### config.mk
export PLATFORM = sky130hd
export DESIGN_NAME = serial_adc_host
export DESIGN_NICKNAME = d
export VERILOG_FILES = /design/src/rtl/adc_host_pkg.sv /design/src/rtl/adc_sclk_gen.sv /design/src/rtl/adc_frame_rx.sv /design/src/rtl/adc_seq.sv /design/src/rtl/serial_adc_host.sv
export SDC_FILE = /design/constraint.sdc
export NUM_CORES = 1
export LEC_CHECK = 0
export BUFFER_PORTS_ARGS = -buffer_cell sky130_fd_sc_hd__buf_2
export CAP_MARGIN = 20
export CORE_MARGIN = 2
export CORE_UTILIZATION = 40
export CTS_CLUSTER_SIZE = 12
export DETAILED_ROUTE_END_ITERATION = 16
export PLACE_DENSITY = 0.6
export SLEW_MARGIN = 10
export SYNTH_ARGS = -nofsm -noshare
export SYNTH_HDL_FRONTEND = slang
export SYNTH_SLANG_ARGS = --single-unit
### constraint.sdc
create_clock -name clk -period 5.1 [get_ports clk]
set_input_delay 0 -clock clk [delete_from_list [all_inputs] [get_ports clk]]
set_output_delay 0 -clock clk [all_outputs]
set_load 0.01 [all_outputs]
### src/rtl/adc_host_pkg.sv
package adc_host_pkg;

  typedef enum logic [1:0] {
    ST_PWR   = 2'd0,
    ST_IDLE  = 2'd1,
    ST_SETUP = 2'd2,
    ST_FRAME = 2'd3
  } seq_state_t;

  // Rounded-up division, never below one count.
  function automatic int unsigned ceil_div(input longint unsigned num,
                                           input longint unsigned den);
    longint unsigned q;
    q = (num + den - 64'd1) / den;
    if (q == 64'd0) q = 64'd1;
    return 32'(q);
  endfunction

endpackage

### src/rtl/adc_sclk_gen.sv
module adc_sclk_gen #(
  parameter int unsigned HALF_DIV = 13
) (
  input  logic clk,
  input  logic rst,
  input  logic run,
  output logic sclk,
  output logic rise_p,
  output logic fall_p
);
  localparam int unsigned CW = (HALF_DIV > 1) ? $clog2(HALF_DIV) : 1;

  logic [CW-1:0] ph;
  logic          wrap;

  assign wrap   = (ph == CW'(HALF_DIV - 1));
  assign rise_p = run & wrap & ~sclk;
  assign fall_p = run & wrap & sclk;

  always_ff @(posedge clk) begin
    if (rst || !run) begin
      ph   <= '0;
      sclk <= 1'b0;
    end else if (wrap) begin
      ph   <= '0;
      sclk <= ~sclk;
    end else begin
      ph <= ph + 1'b1;
    end
  end

  // Checker: high time of each natural clock pulse
  logic [CW:0] hi_len;
  always_ff @(posedge clk) begin
    if (rst || !sclk) hi_len <= '0;
    else              hi_len <= hi_len + 1'b1;
  end

  assert_sclk_high_R10: assert property (@(posedge clk) disable iff (rst)
    ($fell(sclk) && $past(fall_p)) |-> (hi_len == (CW+1)'(HALF_DIV)));

  assert_sclk_stop_R10: assert property (@(posedge clk) disable iff (rst)
    !run |=> !sclk);

endmodule

### src/rtl/adc_frame_rx.sv
module adc_frame_rx #(
  parameter int unsigned DATA_W = 12,
  parameter int unsigned LEAD_W = 4
) (
  input  logic              clk,
  input  logic              rst,
  input  logic              active,
  input  logic              cont,
  input  logic              rise_p,
  input  logic              sdata,
  input  logic              status_in,
  output logic              frame_last,
  output logic              rx_valid,
  output logic [DATA_W-1:0] rx_data,
  output logic              rx_err
);
  localparam int unsigned FRAME_W = DATA_W + LEAD_W;
  localparam int unsigned CNT_W   = $clog2(FRAME_W + 1);

  logic [CNT_W-1:0]   bit_cnt;
  logic [FRAME_W-2:0] shreg;
  logic [FRAME_W-1:0] word;
  logic [2:0]         st_sync;
  logic               st_rise;

  assign word       = {shreg, sdata};
  assign st_rise    = st_sync[1] & ~st_sync[2];
  assign frame_last = (bit_cnt == CNT_W'(FRAME_W));

  always_ff @(posedge clk) begin
    if (rst) st_sync <= '0;
    else     st_sync <= {st_sync[1:0], status_in};
  end

  always_ff @(posedge clk) begin
    if (rst) begin
      bit_cnt  <= '0;
      shreg    <= '0;
      rx_valid <= 1'b0;
      rx_err   <= 1'b0;
      rx_data  <= '0;
    end else begin
      rx_valid <= 1'b0;
      rx_err   <= 1'b0;
      if (!active) begin
        bit_cnt <= '0;
      end else if (cont && st_rise) begin
        bit_cnt <= '0;                       // re-align on new conversion
      end else if (rise_p) begin
        if (frame_last) begin
          if (cont) bit_cnt <= '0;           // idle period between frames
        end else begin
          shreg   <= word[FRAME_W-2:0];
          bit_cnt <= bit_cnt + 1'b1;
          if (bit_cnt == CNT_W'(FRAME_W - 1)) begin
            if (|word[FRAME_W-1:DATA_W]) begin
              rx_err <= 1'b1;
            end else begin
              rx_valid <= 1'b1;
              rx_data  <= word[DATA_W-1:0];
            end
          end
        end
      end
    end
  end

  assert_no_valid_and_err_R5: assert property (@(posedge clk) disable iff (rst)
    !(rx_valid && rx_err));

  assert_result_on_edge_R4: assert property (@(posedge clk) disable iff (rst)
    (rx_valid || rx_err) |-> $past(rise_p && active));

  assert_status_realign_R9: assert property (@(posedge clk) disable iff (rst)
    (active && cont && st_rise) |=> (bit_cnt == '0));

  assert_count_range_R4: assert property (@(posedge clk) disable iff (rst)
    bit_cnt <= CNT_W'(FRAME_W));

endmodule

### src/rtl/adc_seq.sv
module adc_seq import adc_host_pkg::*; #(
  parameter int unsigned SETUP_CYC = 9,
  parameter int unsigned PWR_CYC   = 2000
) (
  input  logic clk,
  input  logic rst,
  input  logic start,
  input  logic mode_cont,
  input  logic shdn_req,
  input  logic fall_p,
  input  logic frame_last,
  output logic cs_n,
  output logic shdn_o,
  output logic run,
  output logic busy
);
  localparam int unsigned TMAX = (PWR_CYC > SETUP_CYC) ? PWR_CYC : SETUP_CYC;
  localparam int unsigned TW   = $clog2(TMAX + 1);

  seq_state_t    st;
  logic [TW-1:0] tcnt;

  always_ff @(posedge clk) begin
    if (rst) begin
      st     <= ST_PWR;
      tcnt   <= '0;
      cs_n   <= 1'b1;
      shdn_o <= 1'b0;
    end else begin
      shdn_o <= shdn_req;
      if (shdn_req) begin
        st   <= ST_PWR;
        tcnt <= '0;
        cs_n <= 1'b1;
      end else begin
        unique case (st)
          ST_PWR: begin
            if (tcnt == TW'(PWR_CYC - 1)) begin
              st   <= ST_IDLE;
              tcnt <= '0;
            end else begin
              tcnt <= tcnt + 1'b1;
            end
          end
          ST_IDLE: begin
            if (start || mode_cont) begin
              st   <= ST_SETUP;
              cs_n <= 1'b0;
              tcnt <= '0;
            end
          end
          ST_SETUP: begin
            if (tcnt == TW'(SETUP_CYC - 1)) begin
              st   <= ST_FRAME;
              tcnt <= '0;
            end else begin
              tcnt <= tcnt + 1'b1;
            end
          end
          ST_FRAME: begin
            if (fall_p && frame_last && !mode_cont) begin
              st   <= ST_IDLE;
              cs_n <= 1'b1;
            end
          end
          default: st <= ST_PWR;
        endcase
      end
    end
  end

  assign run  = (st == ST_FRAME) && !shdn_req;
  assign busy = (st != ST_IDLE);

  // Checker: cycles since the power-down pin was released
  logic [TW:0] since_rel;
  always_ff @(posedge clk) begin
    if (rst || shdn_o)                         since_rel <= '0;
    else if (since_rel != (TW+1)'(PWR_CYC))    since_rel <= since_rel + 1'b1;
  end

  assert_settle_before_select_R3: assert property (@(posedge clk) disable iff (rst)
    $fell(cs_n) |-> (since_rel >= (TW+1)'(PWR_CYC)));

  assert_shdn_deselects_R8: assert property (@(posedge clk) disable iff (rst)
    shdn_o |-> cs_n);

  assert_cont_keeps_select_R7: assert property (@(posedge clk) disable iff (rst)
    (st == ST_FRAME && mode_cont && !shdn_req) |=> !cs_n);

endmodule

### src/rtl/serial_adc_host.sv
module serial_adc_host import adc_host_pkg::*; #(
  parameter int unsigned CLK_HZ      = 100_000_000,
  parameter int unsigned SCLK_HZ     = 4_000_000,
  parameter int unsigned CS_SETUP_NS = 90,
  parameter int unsigned PWRUP_NS    = 20_000,
  parameter int unsigned DATA_W      = 12,
  parameter int unsigned LEAD_W      = 4
) (
  input  logic              clk,
  input  logic              rst,
  input  logic              mode_cont,
  input  logic              start,
  input  logic              shdn_req,
  input  logic              adc_dout,
  input  logic              adc_status,
  output logic              adc_cs_n,
  output logic              adc_sclk,
  output logic              adc_shdn,
  output logic              busy,
  output logic              result_valid,
  output logic [DATA_W-1:0] result_data,
  output logic              frame_err
);
  localparam int unsigned HALF_DIV  = ceil_div(64'(CLK_HZ), 64'(SCLK_HZ) * 64'd2);
  localparam int unsigned SETUP_CYC = ceil_div(64'(CS_SETUP_NS) * 64'(CLK_HZ), 64'd1_000_000_000);
  localparam int unsigned PWR_CYC   = ceil_div(64'(PWRUP_NS) * 64'(CLK_HZ), 64'd1_000_000_000);
  localparam int unsigned SW        = $clog2(SETUP_CYC + 1) + 1;

  logic run, rise_p, fall_p, frame_last;

  adc_seq #(
    .SETUP_CYC (SETUP_CYC),
    .PWR_CYC   (PWR_CYC)
  ) u_seq (
    .clk        (clk),
    .rst        (rst),
    .start      (start),
    .mode_cont  (mode_cont),
    .shdn_req   (shdn_req),
    .fall_p     (fall_p),
    .frame_last (frame_last),
    .cs_n       (adc_cs_n),
    .shdn_o     (adc_shdn),
    .run        (run),
    .busy       (busy)
  );

  adc_sclk_gen #(
    .HALF_DIV (HALF_DIV)
  ) u_sclk (
    .clk    (clk),
    .rst    (rst),
    .run    (run),
    .sclk   (adc_sclk),
    .rise_p (rise_p),
    .fall_p (fall_p)
  );

  adc_frame_rx #(
    .DATA_W (DATA_W),
    .LEAD_W (LEAD_W)
  ) u_rx (
    .clk        (clk),
    .rst        (rst),
    .active     (run),
    .cont       (mode_cont),
    .rise_p     (rise_p),
    .sdata      (adc_dout),
    .status_in  (adc_status),
    .frame_last (frame_last),
    .rx_valid   (result_valid),
    .rx_data    (result_data),
    .rx_err     (frame_err)
  );

  // Checker: cycles chip select has been low
  logic [SW-1:0] cs_low_cnt;
  always_ff @(posedge clk) begin
    if (rst || adc_cs_n)                       cs_low_cnt <= '0;
    else if (cs_low_cnt != SW'(SETUP_CYC))     cs_low_cnt <= cs_low_cnt + 1'b1;
  end

  assert_select_setup_R2: assert property (@(posedge clk) disable iff (rst)
    $rose(adc_sclk) |-> (cs_low_cnt >= SW'(SETUP_CYC)));

  assert_clock_idle_when_deselected_R1: assert property (@(posedge clk) disable iff (rst)
    adc_cs_n |-> !adc_sclk);

endmodule

=== Yosys cells after proc, flatten, opt, wreduce, memory -nomap -nowiden ===
Index checks and enable logic that the tools add are counted.

* Bits in writable memories: 0
* Memory bits (read-only): 0
* Bits in registers: 57
* Output and inout bits: 18
* Input port bits: 7
* Memories kept: 0
* Latch bits: 0
* Word-level logic and storage cells: 80

* Shift operators: 0
* Add/sub/neg operators: 3
* Multiply operators: 0
* Divide/modulo/power cells: 0
* Muxes and demuxes: 16
* $lt $le $gt $ge: 0
* Bitwise gates (word level): 12
* Eq/ne operators: 14
* Reductions and logical operators: 23

{| class="wikitable"
|+ Operators with widths
! kind !! number
|-
| 11-bit 2-to-1 mux || 3
|-
| 11-bit case mux with 3 select lines || 1
|-
| 11-bit by 1-bit adder with 11-bit output, second input constant || 1
|-
| 11-bit equality test, second input constant || 1
|-
| 11-bit by 4-bit equality test with 1-bit output, second input constant || 1
|-
| 5-bit 2-to-1 mux || 2
|-
| 2-bit by 1-bit inequality test with 1-bit output, second input constant || 5
|-
| 2-bit 2-to-1 mux || 4
|-
| 1-bit NOT || 8
|-
| 2-bit case mux with 4 select lines || 1
|-
| 4-bit AND reduction || 2
|-
| 6-bit AND reduction || 1
|-
| 6-bit OR reduction || 1
|-
| 5-bit by 1-bit adder with 5-bit output, second input constant || 1
|-
| 5-bit by 4-bit equality test with 1-bit output, second input constant || 1
|-
| 5-bit equality test, second input constant || 1
|-
| 4-bit by 1-bit adder with 4-bit output, second input constant || 1
|-
| 1-bit bitwise AND || 4
|-
| 2-bit equality test, second input constant || 2
|-
| 4-bit equality test, second input constant || 1
|-
| 1-bit logical AND || 4
|-
| 1-bit 2-to-1 mux || 4
|-
| 2-bit AND reduction || 2
|-
| 2-bit OR reduction || 2
|-
| other kinds (11) || 14
|}

=== Longest topological paths before layout ===
Gate-level depths: netlist of run 1.

* Word-level depth: 8
* Gate-level depth with buffers: 8
* Depth with buffers taken out: 6

=== Hierarchy ===
From an unflattened synthesis of run 1, not the netlist that was laid out.

* Cells, all modules: 265
* Area, all modules: 2645.0 um^2

{| class="wikitable"
|+ Modules (own cells, without submodules)
! module !! area each (um^2) !! seq. area each (um^2) !! instances !! cells an instance
|-
| adc_frame_rx || 1505.2 || 740.7 || 1 || 136
|-
| adc_seq || 912.1 || 300.3 || 1 || 105
|-
| adc_sclk_gen || 227.7 || 100.1 || 1 || 24
|}

=== Least setup slack after synthesis of run 1 ===
OpenSTA, ideal clock, no wires.

* Kind: register to register
* Start: register u_seq.st[1]
* End: register u_seq.tcnt[7]
* Buffers on the path: 1
* Clock period less this slack: 2219 ps
* Stages on the path, launching flop included: 8
* Arrival time: 2124 ps
* Path slack: 2881 ps
* Data required time: 5005 ps
* Path through: dfxtp_1 > inv_1 > ha_1 > nor3b_4 > or4b_1 > buf_2 > or4_1 > a221oi_1

* Cells in the longest elaborated chain, start to end: 3

{| class="wikitable"
|+ RTL lines
! item !! RTL line !! RTL
|-
| start, declared || adc_seq.sv:20 || <nowiki>seq_state_t st;</nowiki>
|-
| start signal, assigned || adc_seq.sv:25 || <nowiki>st <= ST_PWR;</nowiki>
|-
| start signal, assigned || adc_seq.sv:32 || <nowiki>st <= ST_PWR;</nowiki>
|-
| start signal, assigned || adc_seq.sv:39 || <nowiki>st <= ST_IDLE;</nowiki>
|-
| 2-bit by 1-bit equality test with 1-bit output (tied with other cells) || adc_seq.sv:36 || <nowiki>unique case (st)</nowiki>
|-
| 2-bit by 1-bit inequality test with 1-bit output (no line) or 3-bit nonzero test (tied branches) || n/a ||
|-
| 2-bit AND reduction (no line) || n/a ||
|-
| end signal, assigned || adc_seq.sv:42 || <nowiki>tcnt <= tcnt + 1'b1;</nowiki>
|-
| end signal, assigned || adc_seq.sv:57 || <nowiki>tcnt <= tcnt + 1'b1;</nowiki>
|-
| end, declared || adc_seq.sv:21 || <nowiki>logic [TW-1:0] tcnt;</nowiki>
|}

Parallel ways exist; a longest one is shown, timed or not.
A chain may end at the register's enable or synchronous reset.

=== Worst setup path in the final report of run 1 ===
* Start: register u_seq.st[0]
* End: register u_rx.rx_data[3]

* Cells in the longest elaborated chain, start to end: 5

{| class="wikitable"
|+ RTL lines
! item !! RTL line !! RTL
|-
| 2-bit equality test * || adc_seq.sv:72 || <nowiki>assign run = (st == ST_FRAME) && !shdn_req;</nowiki>
|-
| 1-bit logical AND * || adc_seq.sv:72 ||
|-
| 1-bit bitwise AND (2 in series) || adc_sclk_gen.sv:17 || <nowiki>assign rise_p = run & wrap & ~sclk;</nowiki>
|-
| 6-bit AND reduction (no line) * || n/a ||
|-
| end signal, assigned || adc_frame_rx.sv:60 || <nowiki>rx_data <= word[DATA_W-1:0];</nowiki>
|-
| end, declared || adc_frame_rx.sv:14 || <nowiki>output logic [DATA_W-1:0] rx_data,</nowiki>
|}

Every way passes the cells marked *; elsewhere a longest branch is shown, timed or not.

==> flow_metrics.env, run 1 <==
export IMPL_max_slew_margin_pct=35.66
export IMPL_max_cap_violations=0
export IMPL_drive_gt1_share_pct=14.47
export IMPL_multi_input_area_um2=1360
export IMPL_grt_max_degree=46
export IMPL_cp_slowest_stage_delay_ns=0.71
export IMPL_yosysSeqAreaShare_pct=43.53
export IMPL_totalWireLength_um=4956
export IMPL_core_area_um2=6350
export IMPL_tns_ns=0
export IMPL_period_needed_ns=2.453
export IMPL_max_freq_ghz=0.4077
export IMPL_dieArea_um2=7217
export IMPL_status="complete, no violations"
export IMPL_p_leak_uw=0.001076
export IMPL_dr_pass1_iters=4
export IMPL_layout_common_cells="dfxtp_1, mux2i_1, nor2_1"
export IMPL_initial_core_util_pct=41.28
export IMPL_path_cells="ha_1 -> nand2b_1 -> nor4_4 -> buf_4 -> and3_1 -> mux2i_1"
export IMPL_dpl_hpwl_um=3316
export IMPL_track_usage_pct=15.41
export IMPL_wl_per_cell_um=13.01
export IMPL_synth_nets=291
export IMPL_synthFlopType="dfxtp_1"
export IMPL_fin_crit_sh_pct=48.10
export IMPL_layout_cells_non_filler=381
export IMPL_grt_pass1_vias=1927
export IMPL_synth_warnings=0
export IMPL_die_w_um=84.95
export IMPL_insertion_delay_ns=0.33
export IMPL_reg2reg_slack_ns=2.65
export IMPL_ys_ff_latch=57
export IMPL_synth_compound_area_share_pct=7.446
export IMPL_synth_area_um2=2621
export IMPL_drt_iter0_markers=90
export IMPL_total_power_uw=884.3
export IMPL_ys_types=44
export IMPL_cts_buffers=9
export IMPL_peakVddDrop_mv=0.2229
export IMPL_ant_nets=0
export IMPL_avgSynthCellArea_um2=9.637
export IMPL_tightest_slew_ns=0.9383
export IMPL_viasPerCell=5.110
export IMPL_gp_congestion=0.7393
export IMPL_clockBufferDepth=2
export IMPL_synthArstFlopShare_pct=0
export IMPL_seq_area_um2=1141
export IMPL_diodes=0
export IMPL_synth_xor_xnor_area_share_pct=2.673
export IMPL_clk_pin_slew_worst_paths_ns=0.06
export IMPL_cts_sinks=57
export IMPL_hold_viol=0
export IMPL_synthSimpleGateAreaFrac_pct=24.20
export IMPL_nets=318
export IMPL_crit_buf_inv=1
export IMPL_crit_arrival_ns=2.71
export IMPL_grt_remaining_overflow=0
export IMPL_setup_viol=0
export IMPL_rsz0062_at_grt="no"
export IMPL_cts_root_buf="clkbuf_8"
export IMPL_dp_cells=362
export IMPL_cts_resized=0
export IMPL_drv_slew=0
export IMPL_synth_edf_count=0
export IMPL_final_common_cell="dfxtp_1"
export IMPL_syn_to_final_growth_pct=15.04
export IMPL_vias=1947
export IMPL_min_path_type="primary input to flip-flop"
export IMPL_cp_max_fo=17
export IMPL_htreeDepth=3
export IMPL_skew_ns=0.006863
export IMPL_port_buffers=24
export IMPL_critical_path_class="flip-flop to flip-flop"
export IMPL_powerDensity_nw_per_um2=293.3
export IMPL_ios=25
export IMPL_synthMuxAreaShare_pct=11.84
export IMPL_antenna_found_initial=0
export IMPL_setup_worst_path_end_class="flip-flop"
export IMPL_crit_family="simple AND/OR/NAND/NOR gates"
export IMPL_cp_start_kind="flip-flop"
export IMPL_synthAdderAreaFrac_pct=5.728
export IMPL_critical_path_required_ns=5.36
export IMPL_cp_slowest_cell="and3_1"
export IMPL_die_height_um=84.95
export IMPL_synth_top_family_by_area="simple AND/OR/NAND/NOR gates"
export IMPL_cts_tree="built"
export IMPL_fill_cells=609
export IMPL_synth_cells=272
export IMPL_drc=0
export IMPL_grt_pass1_wl_um=8825
export IMPL_rows=29
## cell usage after synthesis (all sizes together), types with 6 or more instances
cell type   n  area [µm²]
mux2i      31       310.3
xnor2       6       52.55
inv        17       63.81
a221oi      6       52.55
nand2b     25       156.4
dfxtp      57        1141
ha         12       150.1
nand2      10       37.54
nor2       29       108.9
nand3       7       35.03
clkbuf      8       30.03
nor3        6       30.03
## sequential cells by signal, summed over array words and instances, names as in the netlist
register / cells
u_rx.bit_cnt: 5
u_rx.rx_data: 12
u_rx.rx_err: 1
u_rx.rx_valid: 1
u_rx.shreg: 15
u_rx.st_sync: 3
u_sclk.ph: 4
u_sclk.sclk: 1
u_seq.cs_n: 1
u_seq.shdn_o: 1
u_seq.st: 2
u_seq.tcnt: 11
## metal layers
layer,vias to the layer above,track usage (%),routed length [µm]
li1,1005,-,-
met1,895,19.93,2445
met2,36,23.30,2203
met3,11,4.086,185
met4,0,8.658,122
met5,-,0,0
## power breakdown
group	leakage [µW]	total [µW]	internal (µW)	switching, µW
clock network	0.0000953	415	237	178
registers	0.000460	448	447	1.15
logic	0.000520	21.3	9.37	11.9
total	0.00108	884	694	191
## what timing repair did
item	CTS	global route
endpoints found under the hold margin	4	0
hold buffers	3	0
setup buffers	0	0
## logic make-up after synthesis
family | count (synthesis)
DFF | 57
and+or+nand+nor | 109
adders and majority gates | 12
xor gates and xnor gates | 8
AOI/OAI and AO/OA | 26
muxes | 31
buffers and inverters | 29
## tightest hold or removal path, stage by stage
cell and delay, ns:
buf_2 0.10, nor3b_4 0.07, o21ai_0 0.14, a221oi_1 0.07
## through the flow
step                area [µm²]  worst slack [ns]  hold slack [ns]  utilization [%]
floorplan                 2621             2.881           0.1282                -
global placement          2789             2.729           0.2193            43.92
detailed placement        2789             2.641           0.2207            43.92
CTS                       3015             2.612           0.1076            47.49
global route              3015             2.385           0.1670            47.49
finish                    3015             2.647           0.1074            47.49
## path summary, 6_finish.rpt
path | from | endpoint | depth (start not counted)
worst max register to register | u_seq.st[0] | u_rx.rx_data[3] | 6
worst min-delay path | start | u_seq.tcnt[1] | 4
worst min register to register | u_rx.st_sync[0] | u_rx.st_sync[1] | 1
worst max-delay path | u_seq.st[0] | u_rx.rx_data[3] | 6
## area by class of cell
class	instances	area share [%]
clock buffers	11	4.689
inverters	17	2.116
well taps	77	3.195
clock inverters	5	1.826
multi-input cells	186	45.10
flip-flops and latches	57	37.84
repair buffers	28	5.228
Note: power is estimated with default switching activity, not from simulation.
==> run 2, diff against run 1 <==
==> constraint.sdc (replaced) <==
create_clock -name clk -period 2.55 [get_ports clk]
set_input_delay 0 -clock clk [delete_from_list [all_inputs] [get_ports clk]]
set_output_delay 0 -clock clk [all_outputs]
set_load 0.01 [all_outputs]
==> run 2 against run 1 <==
  * Die area stayed put
  * Power is 100% higher
  * Combinational power is 100% higher
  * Routed wire length is 0.89% higher
  * Sequential power is 100% higher
  * Critical path depth stayed put
  * Via count is 2.2% higher
  * Core utilization is 0.57 points higher
  * Sequential share of layout area is 0.45 points lower
  * Global-route usage is 0.29 points lower
  * First-iteration DRC count is 21% higher
  * Highest routed layer unchanged
==> flow_metrics.env, run 2 (synthesized netlist as in run 1, its figures left out) <==
export IMPL_dpl_worst_slack_ns=0.1964
export IMPL_critical_path_class="flip-flop to flip-flop"
export IMPL_core_area_um2=6350
export IMPL_nets=323
export IMPL_dr_pass1_iters=4
export IMPL_max_cap_violations=0
export IMPL_setup_viol=0
export IMPL_critical_path_required_ns=2.79
export IMPL_drc=0
export IMPL_top_register="u_rx.shreg"
export IMPL_crit_start="u_seq.st[1]"
export IMPL_grt_pass1_wl_um=8604
export IMPL_rsz0062_at_grt="no"
export IMPL_r2r_start="u_seq.st[1]"
export IMPL_rows=29
export IMPL_dieArea_um2=7217
export IMPL_insertion_delay_ns=0.33
export IMPL_clockBufferDepth=2
export IMPL_htreeDepth=3
export IMPL_grt_remaining_overflow=0
export IMPL_p_leak_uw=0.001107
export IMPL_gp_congestion=0.7787
export IMPL_setup_worst_path_end_class="flip-flop"
export IMPL_seq_area_um2=1141
export IMPL_layout_setup_ws_ns=0.2001
export IMPL_diodes=0
export IMPL_ios=25
export IMPL_crit_arrival_ns=2.59
export IMPL_period_needed_ns=2.350
export IMPL_die_w_um=84.95
export IMPL_fin_crit_sh_pct=92.15
export IMPL_peakVddDrop_mv=0.4105
export IMPL_cts_buffers=9
export IMPL_tightest_slew_ns=0.6505
export IMPL_fill_cells=614
export IMPL_skew_ns=0.005212
export IMPL_drt_iter0_markers=109
export IMPL_status="complete, no violations"
export IMPL_die_height_um=84.95
export IMPL_hold_viol=0
export IMPL_min_path_type="primary input to flip-flop"
export IMPL_cp_start_kind="flip-flop"
export IMPL_ant_nets=0
export IMPL_holdCritStartpoint="rst"
export IMPL_multi_input_area_um2=1360
export IMPL_track_usage_pct=15.12
export IMPL_vias=1989
export IMPL_top_regs="u_rx.shreg x15, u_rx.rx_data x12, u_seq.tcnt x11"
export IMPL_powerDensity_nw_per_um2=583.6
export IMPL_max_slew_margin_pct=56.63
export IMPL_viasPerCell=5.166
export IMPL_largest_reg_flops=15
export IMPL_cts_sinks=57
export IMPL_drive_gt1_share_pct=15.58
export IMPL_cts_root_buf="clkbuf_8"
export IMPL_holdWs_ns=0.1771
export IMPL_antenna_found_initial=0
export IMPL_syn_to_final_growth_pct=16.42
export IMPL_layout_common_cells="dfxtp_1, mux2i_1, nor2_1"
export IMPL_clk_pin_slew_worst_paths_ns=0.06
export IMPL_wl_per_cell_um=12.99
export IMPL_drv_slew=0
export IMPL_port_buffers=24
export IMPL_tns_ns=0
export IMPL_grt_pass1_vias=1930
export IMPL_initial_core_util_pct=41.28
export IMPL_cts_tree="built"
export IMPL_totalWireLength_um=5000
export IMPL_cts_resized=0
export IMPL_max_freq_ghz=0.4256
export IMPL_cp_max_fo=10
export IMPL_final_common_cell="dfxtp_1"
export IMPL_grt_max_degree=46
export IMPL_dpl_hpwl_um=3352
run 2: final timing paths:
kind	to	slack, ns	depth (start not counted)
setup / recovery	u_seq.tcnt[7]	0.20	6
hold / removal	u_rx.shreg[14]	0.18	2
setup reg to reg	u_seq.tcnt[7]	0.20	6
hold reg to reg	u_rx.st_sync[1]	0.44	1
run 2: power by group:
| part | switching (µW) | internal, µW | total, µW |
|---|---|---|---|
| Clock | 345 | 496 | 841 |
| Sequential | 2.15 | 895 | 897 |
| Combinational | 23.5 | 19.9 | 43.3 |
run 2: worst max-delay path, cell delays in order (launching register included):
cell      delay, ns
dfxtp_1        0.40
inv_1          0.09
ha_1           0.19
nor3b_4        0.15
or4b_1         0.66
or4_1          0.51
a221oi_1       0.25
run 2: layer usage:
layer	part of all wire, %	vias up	GRT usage, %
li1	-	1018	-
met1	47	924	18.38
met2	47	35	23.58
met3	3.8	12	5.837
met4	1.9	0	7.071
met5	0	-	0
run 2: cell type report:
cell class	count	share of cell area (%)
tap	77	3.157
sequential	57	37.39
clock inverter	3	1.312
timing repair buffer	33	6.396
inverter	17	2.091
multi-input combinational	186	44.57
clock buffer	12	5.084
run 2: timing repair:
item                                   4_1_cts  5_1_grt
setup endpoints to repair                    0        0
endpoints found under the hold margin        4        0
setup buffers                                0        0
hold buffers                                 3        0
run 2: metrics by stage:
step                util (%)  instance area, µm²  power [µW]  cells
floorplan                  -                2621       942.8    272
global placement       44.51                2826       957.3    367
detailed placement     44.51                2826       957.7    367
CTS                    48.06                3052        1803    385
global route           48.06                3052        1843    385
finish                 48.06                3052        1781    385
